==> src/rtl/clk_hilo_div.sv <==
module clk_hilo_div #(
  parameter int W = 6
) (
  input  logic         clk_in,
  input  logic         rst,
  input  logic [W-1:0] div_high,
  input  logic [W-1:0] div_low,
  input  logic         div_bypass,
  output logic         clk_out,
  input  logic [W:0]   req_ratio,
  output logic [W-1:0] enc_high,
  output logic [W-1:0] enc_low,
  output logic         enc_odd,
  output logic         enc_bypass
);
  localparam int RW = W + 1;
  localparam logic [W-1:0] ONE = W'(1);
  localparam int MAXR = 2 * ((1 << W) - 1);

  function automatic logic [W-1:0] fix(input logic [W-1:0] v);
    return (v == '0) ? ONE : v;
  endfunction

  logic         out_q;
  logic         act_byp;
  logic [W-1:0] act_l;
  logic [W-1:0] cnt;
  logic         boundary;

  assign boundary = !out_q && (cnt == '0);

  always_ff @(posedge clk_in) begin
    if (rst) begin
      out_q   <= 1'b0;
      act_l   <= div_low;
      act_byp <= div_bypass;
      cnt     <= fix(div_low) - ONE;
    end else if (boundary) begin
      act_l   <= div_low;
      act_byp <= div_bypass;
      if (div_bypass) begin
        cnt   <= '0;
      end else begin
        out_q <= 1'b1;
        cnt   <= fix(div_high) - ONE;
      end
    end else if (cnt == '0) begin
      out_q <= 1'b0;
      cnt   <= fix(act_l) - ONE;
    end else begin
      cnt   <= cnt - ONE;
    end
  end

  assign clk_out = act_byp ? clk_in : out_q;

  assign enc_high   = req_ratio[RW-1:1];
  assign enc_low    = req_ratio[RW-1:1] + W'(req_ratio[0]);
  assign enc_odd    = req_ratio[0];
  assign enc_bypass = (req_ratio == RW'(1));

  always @(negedge clk_in) begin
    if (rst) AST_RESET_LOW: assert (!out_q);
  end

  always_comb begin
    if (req_ratio >= RW'(1) && int'(req_ratio) <= MAXR) begin
      AST_ENC_RATIO: assert ((enc_bypass ? RW'(1) : RW'(enc_high) + RW'(enc_low)) == req_ratio);
      AST_ENC_SPLIT: assert ((enc_low - enc_high) == W'(enc_odd));
    end
  end

  AST_RELOAD_AT_EDGE: assert property (@(posedge clk_in) disable iff (rst)
    (!$stable(act_l) || !$stable(act_byp)) |-> ($past(boundary) || $past(rst)));
  AST_RISE_AT_EDGE: assert property (@(posedge clk_in) disable iff (rst)
    $rose(out_q) |-> $past(boundary && !div_bypass));
  AST_LOW_HOLDS: assert property (@(posedge clk_in) disable iff (rst)
    (!out_q && cnt != '0) |=> !out_q);
  AST_LOW_BOUND: assert property (@(posedge clk_in) disable iff (rst)
    !out_q |-> (cnt < fix(act_l)));
  AST_BYPASS_IDLE: assert property (@(posedge clk_in) disable iff (rst)
    act_byp |-> !out_q);
endmodule

==> config.mk <==
export PLATFORM = sky130hd
export DESIGN_NAME = clk_hilo_div
export DESIGN_NICKNAME = d
export VERILOG_FILES = /design/src/rtl/clk_hilo_div.sv
export SDC_FILE = /design/constraint.sdc
export NUM_CORES = 1
export LEC_CHECK = 0
export BUFFER_PORTS_ARGS = -buffer_cell sky130_fd_sc_hd__buf_2
export CORE_ASPECT_RATIO = 1.75
export CORE_MARGIN = 5
export CORE_UTILIZATION = 30
export CTS_CLUSTER_DIAMETER = 40
export CTS_CLUSTER_SIZE = 25
export DETAILED_ROUTE_END_ITERATION = 8
export HOLD_SLACK_MARGIN = 0.1
export PLACE_DENSITY = 0.65
export RECOVER_POWER = 100
export SYNTH_ARGS = -nofsm -noshare
export SYNTH_HDL_FRONTEND = slang
export SYNTH_SLANG_ARGS = --single-unit
export TNS_END_PERCENT = 10
==> constraint.sdc <==
create_clock -name clk_in -period 2.1 [get_ports clk_in]
set_clock_uncertainty 0.2 [all_clocks]
set_input_delay 0.315 -clock clk_in [delete_from_list [all_inputs] [get_ports clk_in]]
set_output_delay 0.315 -clock clk_in [all_outputs]
set_load 0.005 [all_outputs]
==> results.yml <==
global_routing:
  grt_antenna_before_repair: 0
  grt_pass1_vias: 1277
  overflow: 0
  grt_pass1_wl_um: 5170
  grt_max_degree: 11
  grt_usage_pct: 15.0
floorplan:
  io-pin-count: 37
  die_h_um: 88.3
  row_count: 28
  die-area_um2: 4840
  core_area_um2: 3400
  initial_core_util_pct: 31.0
  die_w_um: 54.8
job:
  drv_cap: 0
worst_setup_path:
  end_kind: "register"
  cp_data_required_time_ps: 2160
  path_class: "reg2reg"
  crit_arrival_ps: 2120
  startpoint_type: "register"
  path_max_fanout: 4
  r2r_slack_ps: 30
timing:
  tightest_slew_ps: 553
  finalCritPeriodShare_pct: 98.4
  period_needed_ps: 2070
  setup_slack_ps: 33.6
  slew_headroom_pct: 62.7
  whs_ps: 119
  hold_viol_final: 0
  timing.fmax_mhz: 484
  maxSlewViolCount: 0
  finalSetupViolCount: 0
yosys:
  netlist_area_um2: 1050
  netlist.area_leader.share_pct: 20.0
  yosysWarnings: 0
  syn_inst: 120
  synth_edf_count: 7
  ys_top_cells_by_count: "nor2_1 (11), nand2_1 (9), nor3_1 (8)"
  synth.distinct_cells: 44
  synth.ff_latch_count: 14
  synthTopCellsByArea: "edfxtp_1 (20%), dfxtp_1 (13%), ha_1 (5.9%)"
  syn_area_per_cell_um2: 8.77
  syn_nets: 147
  synth_top_area_cell: "edfxtp_1"
  synth-main-ff-cell: "edfxtp_1"
  ys_async_sr_fraction_pct: 0
  ys_seq_area_share_pct: 33.3
  yosysMostFrequentCell: "nor2_1"
final_layout:
  diodes: 0
  area_growth_pct: 51.2
  drive_gt1_share_pct: 31.1
  finalNetCount: 218
power_and_ir_drop:
  ir_drop_mv: 0.405
  comb_power_share_pct: 32.6
  power_frac_seq_pct: 31.6
  total_leakage_power_uw: 0.000655
  p_per_area_nw_per_um2: 692
  pwr-share-clk_pct: 35.8
  switching_share_pct: 30.5
  internal_power_uw: 765
  power_switching_uw: 335
placed_design:
  gp_congestion: 0.909
  dp_slack_ps: -130
  dp_hpwl_um: 2500
  portBuffers: 36
drt:
  drc_errors: 0
  finalWirelength_um: 3260
  vias_per_cell: 5.26
  drtIter0Drc: 33
  first_pass_iters: 4
  wire_per_inst_um: 13.9
  ant_nets: 0
  vias: 1237
min_path:
  min_path_type: "in2reg"
clock_tree:
  cts_tree: "done"
  clk_latency_ps: 360
  clkTransAtPathRegs_ps: 60
outcome:
  status: "complete, no violations"
## routing by layer
| metal | wire, um | GRT usage (%) | vias up |
|---|---|---|---|
| met5 | 0 | 0 | - |
| met3 | 202 | 2.87 | 13 |
| li1 | - | - | 593 |
| met1 | 1130 | 12.5 | 574 |
| met2 | 1800 | 27.9 | 57 |
| met4 | 136 | 12.5 | 0 |
## critical path: stages, from the launching register on
cell and delay [ps]:
dfxtp_2 320, or3_4 400, nor2_4 170, a21oi_2 90, ha_2 190, o211a_1 130
a311o_1 270, a31o_1 200
## cell usage in the layout, fill, tap and decap left out, types with 3 or more instances in the layout
master	n
clkbuf_8	6
ha_1	4
nand3_1	3
a21oi_1	3
buf_4	19
inv_1	5
nor2_1	10
buf_2	19
o21ai_0	3
nor3_1	7
xnor2_1	3
clkbuf_1	23
dlygate4sd3_1	8
edfxtp_1	7
dfxtp_1	6
xor2_1	4
a31oi_1	4
nand2_1	9
## cells by family (layout without fill, tap and decap cells)
group	Yosys count	count (layout)	share of synthesized area [%]
flip-flops	14	14	33.3
adder cells (fa/ha/maj)	5	5	5.95
buffers and inverters	13	83	7.13
AND/OR/NAND/NOR	46	46	22.5
multiplexers	2	2	1.90
AO/OA/AOI/OAI	33	33	23.4
XOR/XNOR	7	7	5.83
## flip-flops by register name (all words and copies together) (netlist names)
signal	cells
act_byp	1
act_l	6
cnt	6
out_q	1
## path summary, 6_finish.rpt
check,depth (start not counted),end,from
hold / removal,3,cnt[5]$_DFF_P_,div_high[5]
setup reg to reg,7,cnt[4]$_DFF_P_,cnt[0]$_DFF_P_
setup / recovery,7,cnt[4]$_DFF_P_,cnt[0]$_DFF_P_
hold reg to reg,2,out_q$_SDFFE_PP0P_,out_q$_SDFFE_PP0P_
## power by group through the flow
stage	Combinational [uW]	Clock, uW	Sequential, uW
floorplan	164	9.81	357
global placement	321	18.2	349
detailed placement	329	18.2	351
CTS	350	399	346
global route	391	413	351
finish	359	395	347
## metrics by stage
stage	util [%]	total power [uW]	area [um2]	setup TNS, ps	std cells
global route	46.8	1160	1590	-32.8	235
finish	46.8	1100	1590	0	235
detailed placement	41.2	698	1400	-208	214
CTS	46.8	1100	1590	0	231
global placement	41.2	688	1400	-99.6	214
floorplan	-	531	1060	0	120
## area by class of cell
type	instances	area, um2
fillers	343	1810
multi-input cells	93	659
repair buffers	70	415
flip-flops and latches	14	352
clock buffers	7	86.3
well taps	45	56.3
inverters	5	18.8
clock inverters	1	3.75
## what timing repair did
item | in CTS | in global routing
setup buffers | 2 | 4
endpoints found under the setup margin | 1 | 2
gates resized for setup | 2 | 4
pin swaps | 1 | 5
hold buffers | 8 | 0
endpoints found under the hold margin | 9 | 0
No activity file was read; power rests on OpenSTA's default activity.
